==> config.mk <==
export PLATFORM = sky130hd
export DESIGN_NAME = flash_pgm_seq
export DESIGN_NICKNAME = d
export VERILOG_FILES = /design/src/rtl/fps_pkg.sv /design/src/rtl/fps_ctrl.sv /design/src/rtl/fps_dp.sv /design/src/rtl/flash_pgm_seq.sv
export SDC_FILE = /design/constraint.sdc
export NUM_CORES = 2
export LEC_CHECK = 0
export BUFFER_PORTS_ARGS = -buffer_cell sky130_fd_sc_hd__buf_4
export CAP_MARGIN = 30
export CELL_PAD_IN_SITES_DETAIL_PLACEMENT = 1
export CELL_PAD_IN_SITES_GLOBAL_PLACEMENT = 2
export CORE_MARGIN = 2
export CORE_UTILIZATION = 24
export CTS_BUF_LIST = sky130_fd_sc_hd__clkbuf_4 sky130_fd_sc_hd__clkbuf_8
export DETAILED_ROUTE_END_ITERATION = 8
export PLACE_DENSITY = 0.43
export SYNTH_ARGS = -nofsm -noshare
export SYNTH_HDL_FRONTEND = slang
export SYNTH_SLANG_ARGS = --single-unit
export TNS_END_PERCENT = 20
==> constraint.sdc <==
create_clock -name clk -period 6.4 [get_ports clk]
set_clock_uncertainty 0.15 [all_clocks]
set_input_delay 1.6 -clock clk [delete_from_list [all_inputs] [get_ports clk]]
set_output_delay 1.6 -clock clk [all_outputs]
set_load 0.02 [all_outputs]
==> src/rtl/fps_pkg.sv <==
package fps_pkg;
  // strobes the control half sends to the datapath half
  typedef struct packed {
    logic dataWr;   // array write accepted into the buffers
    logic sessClr;  // session closed: drop page and written flags
  } fps_strb_t;

  localparam logic [1:0] REG_CTL1 = 2'd0;
  localparam logic [1:0] REG_CTL2 = 2'd1;
  localparam logic [1:0] REG_STAT = 2'd2;
endpackage

==> src/rtl/fps_ctrl.sv <==
module fps_ctrl
  import fps_pkg::*;
#(
  parameter int NUM_BLK = 8,
  parameter int DW      = 32,
  localparam int CW     = NUM_BLK + 3,
  localparam int CNTW   = $clog2(NUM_BLK + 1)
) (
  input  logic               clk,
  input  logic               rst,
  input  logic               busSel,
  input  logic               busWr,
  input  logic               busRegSel,
  input  logic [1:0]         regIdx,
  input  logic [CW-1:0]      ctlWdata,
  input  logic               pageValid,
  input  logic [NUM_BLK-1:0] blkEmpty,
  input  logic               pgmEn,
  input  logic               blk0En,
  output logic [DW-1:0]      regRdata,
  output logic               lockBit,
  output logic [2:0]         pulseSel,
  output logic [1:0]         marginCtl,
  output logic [NUM_BLK-1:0] blkMask,
  output logic               sessOn,
  output logic [NUM_BLK-1:0] hvBlk,
  output fps_strb_t          strb
);
  localparam int ERASE_B = NUM_BLK;
  localparam int SESS_B  = NUM_BLK + 1;
  localparam int HV_B    = NUM_BLK + 2;

  logic            eraseSel;
  logic            hvReq;
  logic            hvErr;
  logic [CNTW-1:0] emptyCnt;
  logic            regWr, wrCtl1, wrCtl2, wrStat;
  logic            hvAccept;
  logic [NUM_BLK-1:0] blk0Gate;

  assign regWr  = busSel && busWr && busRegSel;
  assign wrCtl1 = regWr && (regIdx == REG_CTL1);
  assign wrCtl2 = regWr && (regIdx == REG_CTL2);
  assign wrStat = regWr && (regIdx == REG_STAT);

  // request passes only with an open session that stays open and a latched page
  assign hvAccept = sessOn && ctlWdata[SESS_B] && pageValid;

  always_ff @(posedge clk) begin
    if (rst) begin
      lockBit   <= 1'b1;
      pulseSel  <= '0;
      marginCtl <= '0;
      blkMask   <= '0;
      eraseSel  <= 1'b0;
      sessOn    <= 1'b0;
      hvReq     <= 1'b0;
      hvErr     <= 1'b0;
      emptyCnt  <= '0;
    end else begin
      if (wrCtl1) begin
        lockBit   <= ctlWdata[0];
        pulseSel  <= ctlWdata[3:1];
        marginCtl <= ctlWdata[5:4];
      end
      if (wrCtl2) begin
        blkMask  <= ctlWdata[NUM_BLK-1:0];
        eraseSel <= ctlWdata[ERASE_B];
        sessOn   <= ctlWdata[SESS_B];
        if (ctlWdata[HV_B]) begin
          if (hvAccept) begin
            hvReq    <= 1'b1;
            emptyCnt <= CNTW'($countones(ctlWdata[NUM_BLK-1:0] & blkEmpty));
          end else begin
            hvReq <= 1'b0;
            hvErr <= 1'b1;
          end
        end else begin
          hvReq <= 1'b0;
        end
      end else if (!sessOn) begin
        hvReq <= 1'b0;
      end
      if (wrStat && ctlWdata[CNTW]) begin
        hvErr <= 1'b0;
      end
    end
  end

  assign blk0Gate = {{(NUM_BLK-1){1'b1}}, blk0En};
  assign hvBlk    = (hvReq && !lockBit && pgmEn) ? (blkMask & blk0Gate) : '0;

  always_comb begin
    case (regIdx)
      REG_CTL1: regRdata = DW'({marginCtl, pulseSel, lockBit});
      REG_CTL2: regRdata = DW'({hvReq, sessOn, eraseSel, blkMask});
      REG_STAT: regRdata = DW'({pageValid, hvErr, emptyCnt});
      default:  regRdata = '0;
    endcase
  end

  assign strb.dataWr  = busSel && busWr && !busRegSel && sessOn;
  assign strb.sessClr = !sessOn;
endmodule

==> src/rtl/fps_dp.sv <==
module fps_dp
  import fps_pkg::*;
#(
  parameter int NUM_BLK = 8,
  parameter int WORDS   = 16,
  parameter int DW      = 32,
  parameter int OFFW    = 8,
  localparam int BLKB   = $clog2(NUM_BLK),
  localparam int WRDB   = $clog2(WORDS),
  localparam int AW     = 2 + WRDB + OFFW + BLKB
) (
  input  logic               clk,
  input  logic               rst,
  input  fps_strb_t          strb,
  input  logic [NUM_BLK-1:0] blkMask,
  input  logic               busSel,
  input  logic               busWr,
  input  logic               busRegSel,
  input  logic [AW-1:0]      busAddr,
  input  logic [DW-1:0]      busWdata,
  input  logic [BLKB-1:0]    pgmBlk,
  input  logic [WRDB-1:0]    pgmWord,
  output logic               pageValid,
  output logic [OFFW-1:0]    pageOff,
  output logic [NUM_BLK-1:0] blkEmpty,
  output logic               arrRdEn,
  output logic [AW-1:0]      arrAddr,
  output logic               marginRd,
  output logic [DW-1:0]      pgmData,
  output logic               pgmWordValid
);
  logic [WRDB-1:0] wordIdx;
  logic [OFFW-1:0] offIdx;
  logic [BLKB-1:0] blkIdx;

  assign wordIdx = busAddr[2 +: WRDB];
  assign offIdx  = busAddr[2 + WRDB +: OFFW];
  assign blkIdx  = busAddr[2 + WRDB + OFFW +: BLKB];

  logic [DW-1:0]                 bufMem [NUM_BLK][WORDS];
  logic [NUM_BLK-1:0][WORDS-1:0] bufFlag;

  // page offset is taken from the first write of a session only
  always_ff @(posedge clk) begin
    if (rst || strb.sessClr) begin
      pageValid <= 1'b0;
      pageOff   <= '0;
    end else if (strb.dataWr && !pageValid) begin
      pageValid <= 1'b1;
      pageOff   <= offIdx;
    end
  end

  always_ff @(posedge clk) begin
    for (int b = 0; b < NUM_BLK; b++) begin
      if (strb.dataWr && blkMask[b] && (blkIdx == BLKB'(b))) begin
        bufMem[b][wordIdx] <= busWdata;
      end
    end
  end

  always_ff @(posedge clk) begin
    if (rst || strb.sessClr) begin
      bufFlag <= '0;
    end else begin
      for (int b = 0; b < NUM_BLK; b++) begin
        if (strb.dataWr && blkMask[b] && (blkIdx == BLKB'(b))) begin
          bufFlag[b][wordIdx] <= 1'b1;
        end
      end
    end
  end

  for (genvar g = 0; g < NUM_BLK; g++) begin : g_empty
    assign blkEmpty[g] = ~|bufFlag[g];
  end

  assign pgmData      = bufMem[pgmBlk][pgmWord];
  assign pgmWordValid = bufFlag[pgmBlk][pgmWord];

  // array reads are steered onto the latched page
  assign arrRdEn  = busSel && !busWr && !busRegSel;
  assign arrAddr  = pageValid ? {blkIdx, pageOff, wordIdx, 2'b00} : busAddr;
  assign marginRd = arrRdEn && pageValid && (offIdx != pageOff);
endmodule

==> src/rtl/flash_pgm_seq.sv <==
module flash_pgm_seq
  import fps_pkg::*;
#(
  parameter int NUM_BLK = 8,
  parameter int WORDS   = 16,
  parameter int DW      = 32,
  parameter bit BIG_CFG = 1'b0,
  localparam int OFFW   = BIG_CFG ? 9 : 8,
  localparam int BLKB   = $clog2(NUM_BLK),
  localparam int WRDB   = $clog2(WORDS),
  localparam int AW     = 2 + WRDB + OFFW + BLKB,
  localparam int CW     = NUM_BLK + 3
) (
  input  logic               clk,
  input  logic               rst,
  input  logic               busSel,
  input  logic               busWr,
  input  logic               busRegSel,
  input  logic [AW-1:0]      busAddr,
  input  logic [DW-1:0]      busWdata,
  output logic [DW-1:0]      busRdata,
  input  logic               pgmEn,
  input  logic               blk0En,
  output logic               arrRdEn,
  output logic [AW-1:0]      arrAddr,
  input  logic [DW-1:0]      arrRdData,
  output logic               marginRd,
  output logic               pageValid,
  output logic [OFFW-1:0]    pageOff,
  output logic [2:0]         pulseSel,
  output logic [1:0]         marginCtl,
  output logic [NUM_BLK-1:0] hvBlk,
  input  logic [BLKB-1:0]    pgmBlk,
  input  logic [WRDB-1:0]    pgmWord,
  output logic [DW-1:0]      pgmData,
  output logic               pgmWordValid
);
  fps_strb_t          strb;
  logic [DW-1:0]      regRdata;
  logic               lockBit;
  logic               sessOn;
  logic [NUM_BLK-1:0] blkMask;
  logic [NUM_BLK-1:0] blkEmpty;

  fps_ctrl #(.NUM_BLK(NUM_BLK), .DW(DW)) ctrl_i (
    .clk(clk), .rst(rst),
    .busSel(busSel), .busWr(busWr), .busRegSel(busRegSel),
    .regIdx(busAddr[3:2]), .ctlWdata(busWdata[CW-1:0]),
    .pageValid(pageValid), .blkEmpty(blkEmpty),
    .pgmEn(pgmEn), .blk0En(blk0En),
    .regRdata(regRdata), .lockBit(lockBit), .pulseSel(pulseSel),
    .marginCtl(marginCtl), .blkMask(blkMask), .sessOn(sessOn),
    .hvBlk(hvBlk), .strb(strb)
  );

  fps_dp #(.NUM_BLK(NUM_BLK), .WORDS(WORDS), .DW(DW), .OFFW(OFFW)) dp_i (
    .clk(clk), .rst(rst), .strb(strb), .blkMask(blkMask),
    .busSel(busSel), .busWr(busWr), .busRegSel(busRegSel),
    .busAddr(busAddr), .busWdata(busWdata),
    .pgmBlk(pgmBlk), .pgmWord(pgmWord),
    .pageValid(pageValid), .pageOff(pageOff), .blkEmpty(blkEmpty),
    .arrRdEn(arrRdEn), .arrAddr(arrAddr), .marginRd(marginRd),
    .pgmData(pgmData), .pgmWordValid(pgmWordValid)
  );

  assign busRdata = busRegSel ? regRdata : arrRdData;
endmodule

Word level (Yosys, flattened, before mapping). Memories as Yosys holds them, arrays and structs flattened. Cells that the tools add are included.

Register bits: 159. Bits in writable memories: 4096. Bits of input ports: 95. Output and inout port bits: 106. Logic and storage cells: 183. Memories kept: 1.

Add/sub/neg operators: 7. $lt $le $gt $ge: 7. Equal/unequal tests: 11. Muxes and demuxes: 56. Bitwise gates (word level): 13. Reductions and logical operators: 69.

Memories: dp_i.bufMem (words 8, bits a word 512, rd ports 1, clocked after memory_dff 0, write ports 1, RTL line fps_dp.sv:40) `logic [DW-1:0] bufMem [NUM_BLK][WORDS];`.

Operators by type and width (count): $mux 512 (22); $reduce_or 512->1 (7); $bmux 32 s4 (1); $demux 32 s4 (1); $mux 32 (4); $or 16x16->16 (8); $reduce_or 16->1 (8); $bmux 16 s3 (1); $logic_and 1x1->1 (35); $pmux 11 s3 (1); $mux 3 (7); $and 8x8->8 (2); $mux 16 (1); $mux 1 (14); $mux 14 (1); $logic_not 1->1 (13); $add 4x4->4 (3); $eq 3x3->1 const B (4); $ge 5x5->1 const B (2); $lt 4x5->1 const B (2); $not 4->5 (2); $add 1x1->2 (4); $mux 8 (1); $ne 8x8->1 (1); 16 further kinds (18).

Longest topological paths before layout.
Depth in word-level cells: 15. Depth in mapped cells: 12. Mapped depth without buffers: 12.

Modules after synthesis. A second synthesis with hierarchy kept.

Cell total of the unflattened synthesis: 6593. Area, all modules: 163023.9 um^2.

By module, submodules not included: fps_dp (times used 1, cells an instance 6371, area an instance 160988.2 um^2, seq. area each 125740.6 um^2); fps_ctrl (times used 1, cells an instance 186, area an instance 1491.4 um^2, seq. area each 440.4 um^2); flash_pgm_seq (times used 1, cells an instance 36, area an instance 544.3 um^2, seq. area each 0.0 um^2).

Worst setup path before layout. No wires, ideal clock.

Kind: input to output. Start point: input port pgmBlk[0]. End point: output port pgmData[10]. Data arrival time: 4.179 ns. Required time: 4.650 ns. Slack: 0.471 ns. Stages: 7. Buffers on the path: 3. Cells stage by stage: clkbuf_1 > buf_2 > clkbuf_1 > mux4_2 > mux4_2 > mux4_2 > mux2_2.

Longest elaborated chain between the ends: 4.

RTL lines: start: declaration (RTL line flash_pgm_seq.sv:33) `input logic [BLKB-1:0] pgmBlk,`; $mem_v2 8x512; $bmux 32 s4 (RTL line fps_dp.sv:78) `assign pgmData = bufMem[pgmBlk][pgmWord];`; $mux 32 (not written as such) (2 in series) (RTL line fps_dp.sv:78); end: declaration (RTL line flash_pgm_seq.sv:35) `output logic [DW-1:0] pgmData,`.

No other way between the ends. The select of a mux whose other input is x is not followed.

Worst setup path after layout.
Start point: input port pgmBlk[0]. End point: output port pgmData[19].

Same word-level chain as after synthesis.

==> flow_summary.toml <==
[floorplan]
dieHeight_microns = 827
fp.dieW_microns = 827
core_area_sq_um = 676000
start_util_pct = 24.1
io_pins = 201
dieArea_sq_um = 684000
num_rows = 302

[logic_synthesis]
syn-num-nets = 6687
syn_inst = 6582
ys_types = 36
ys_seq_elements = 4255
synth_warnings = 0
ys_seq_area_share_pct = 77.6
avgSynthCellArea_sq_um = 24.7
synthesis.area_sq_um = 163000

[timing]
finalCriticalPeriod_ns = 6.48
setup_violations = 27
worst_slew_pin_slew_ns = 1.11
finalHoldViolations = 0
fmax_ghz = 0.154
relSlewSlack_pct = 25.2
report.final.slew_viol_count = 0
rsz0062_at_grt = "true"
worst_slack_ns = -0.0826
min_period_over_period_pct = 101

[worst_setup_path]
slowest_stage = "mux4_2"
path_delay_family = "multiplexers"
start_kind = "input pin"
crit_type = "in2out"
critical_path_arrival_ns = 4.73
critPathRequiredTime_ns = 4.65
cpPeakStageDelay_ns = 0.68
cp.buffers_inverters = 5
cp_max_fo = 12
cp-end-kind = "output pin"
path_cells = "buf_16 -> buf_16 -> buf_16 -> buf_12 -> mux4_2 -> mux4_2 -> mux4_2 -> mux2_2 -> buf_4"

[global_route]
track_usage_pct = 16.1
grt_max_degree = 129
antenna_found_initial = 97
gr-total-overflow = 0
grt_pass1_vias = 85900
grt_pass1_wl_mm = 759

[route]
wl_per_cell_microns = 32.3
drt_wl_total_mm = 561
drtIter0Drc = 7376
post-route-drc-count = 0
via_per_inst = 4.55
vias = 79000
postRouteAntennaNets = 0
dr.pass1.iters = 7

[finish]
final_net_count = 7888
drive_gt1_share_pct = 42.0
syn2layout_area_growth_pct = 21.1
final_cells = 17400

[clock_network]
numCtsBuffers = 723
cts_root_buffer = "clkbuf_8"
clock-sinks = 4255
path_clk_slew_ns = 0.06
tritoncts = "yes"
htree_levels = 6
cts_buffer_depth = 4
clkLatencyLatePin_ns = 1.28

[power_and_ir_drop]
vdd_ir_drop_max_mv = 0.199
p_leak_nw = 60.7
total_power_mw = 57.9
power.density_nw_per_um2 = 294

[placed_design]
dp_hpwl_mm = 338
dp_cells = 16000
place_congestion = 0.763
portBuffers = 200

[status]
outcome = "finished, violations left"
violations = "negative setup slack"

[min_path]
hold_class = "reg2reg"

[job]
maxCapViolCount = 0
[cell usage after synthesis]
master	count	share of area (%)
o21ai_0	3	0.0092
buf_1	46	0.11
a31oi_1	1	0.0039
fa_1	4	0.049
buf_6	1	0.0069
clkbuf_1	214	0.49
buf_4	7	0.032
ha_1	6	0.046
xor2_1	8	0.043
o22ai_1	2	0.0077
nor4b_1	8	0.043
and3_1	5	0.019
nor2b_1	31	0.12
mux2_2	41	0.28
nor3b_1	1	0.0046
nor2_1	165	0.38
inv_1	15	0.035
a21oi_1	29	0.089
nand4b_1	3	0.016
a211o_1	1	0.0054
a311oi_1	1	0.0054
nand2_1	39	0.090
nand4_1	13	0.050
and3b_1	1	0.0054
nand3_1	18	0.055
and2_1	8	0.031
nand2b_1	2	0.0077
nor4_1	26	0.10
mux4_2	1386	19
buf_2	94	0.29
dfxtp_1	159	2.0
or3b_2	1	0.0054
and4b_1	1	0.0062
o21a_1	128	0.59
mux2i_1	18	0.11
edfxtp_1	4096	76
[cell usage in the layout (no fill, tap or decap), types with 5 or more instances in the layout]
cell        instances
nand2_1            39
mux4_2           1386
a21oi_1            29
clkinv_2           62
xor2_1              8
buf_4             567
inv_8               5
buf_12            175
nor2_4            128
buf_6              34
nor2_1             37
and2_1              8
clkinv_1          178
nand3_1            17
clkbuf_8          743
ha_1                6
o21a_1            128
clkbuf_4          248
buf_16             46
mux2_2             24
clkinvlp_4         19
nor4_1             22
inv_6              12
and3_1              5
nor2b_1            29
mux2_4             17
nor4b_1             8
diode_2            60
bufinv_16           7
buf_8               5
nand4_1            13
mux2i_1            18
clkbuf_16           6
inv_1              15
dfxtp_1           159
edfxtp_1         4096
[worst paths after layout]
kind	start	end	slack, ns	cells after the start
setup / recovery	pgmBlk[0]	pgmData[19]	-0.08	9
hold / removal	dp_i.bufFlag[45]	dp_i.bufFlag[45]	0.35	1
setup reg to reg	dp_i.bufFlag[88]	ctrl_i.emptyCnt[2]	1.27	12
hold reg to reg	dp_i.bufFlag[45]	dp_i.bufFlag[45]	0.35	1
[state kept, by name, indices dropped and copies added, names as in the netlist]
signal,flops
ctrl_i.hvReq,1
ctrl_i.sessOn,1
dp_i.bufMem,4096
dp_i.bufFlag,128
ctrl_i.hvErr,1
ctrl_i.emptyCnt,4
ctrl_i.eraseSel,1
ctrl_i.pulseSel,3
dp_i.pageValid,1
dp_i.pageOff,8
ctrl_i.marginCtl,2
ctrl_i.lockBit,1
ctrl_i.blkMask,8
[routing by layer]
metal  part of all wire, %  global-route usage [%]
met1                    44                    22.3
met2                    49                    27.0
met3                   5.0                    2.44
met4                   2.0                    3.27
met5                0.0064                       0
[cells by family after synthesis]
kind of cell | after synthesis | share of synthesized area [%]
buffers and inverters | 377 | 0.964
AO/OA/AOI/OAI | 165 | 0.712
flip-flops | 4255 | 77.6
adder cells (fa/ha/maj) | 10 | 0.0955
XOR/XNOR | 8 | 0.0431
multiplexers | 1445 | 19.6
AND/OR/NAND/NOR | 322 | 0.935
[power by group]
| part | switching [mW] | internal [mW] | total, mW |
|---|---|---|---|
| clock | 11.3 | 12.4 | 23.7 |
| sequential | 0.00214 | 30.5 | 30.5 |
| combinational | 2.21 | 1.47 | 3.69 |
| total | 13.5 | 44.4 | 57.9 |
[cell type report]
cell class | count | area [sq um]
fillers | 67700 | 479000
diodes | 60 | 150
well taps | 8968 | 11200
repair buffers | 838 | 9740
multi-input cells | 1950 | 35800
inverters | 15 | 56.3
flip-flops and latches | 4255 | 126000
clock buffers | 991 | 12100
clock inverters | 286 | 1540
[metrics by stage]
stage	util (%)	hold slack, ns	setup WS (ns)	setup TNS, ns	instance area (sq um)
after global placement	26.8	0.322	-0.339	-8.01	181000
final	29.1	0.347	-0.0826	-1.01	197000
after CTS	29.0	0.273	-0.149	-3.24	196000
after detailed placement	26.9	0.334	-0.325	-7.75	181000
after floorplan	-	0.287	0.471	0	163000
after global routing	29.1	0.255	-0.107	-2.15	197000
[timing repair]
item,CTS,global route
endpoints found under the hold margin,0,0
pin swaps,0,0
gates resized for setup,65,34
cloned,9,6
hold buffers,0,0
endpoints found under the setup margin,33,33
buffers inserted,32,22
(Power assumes the default switching activity.)
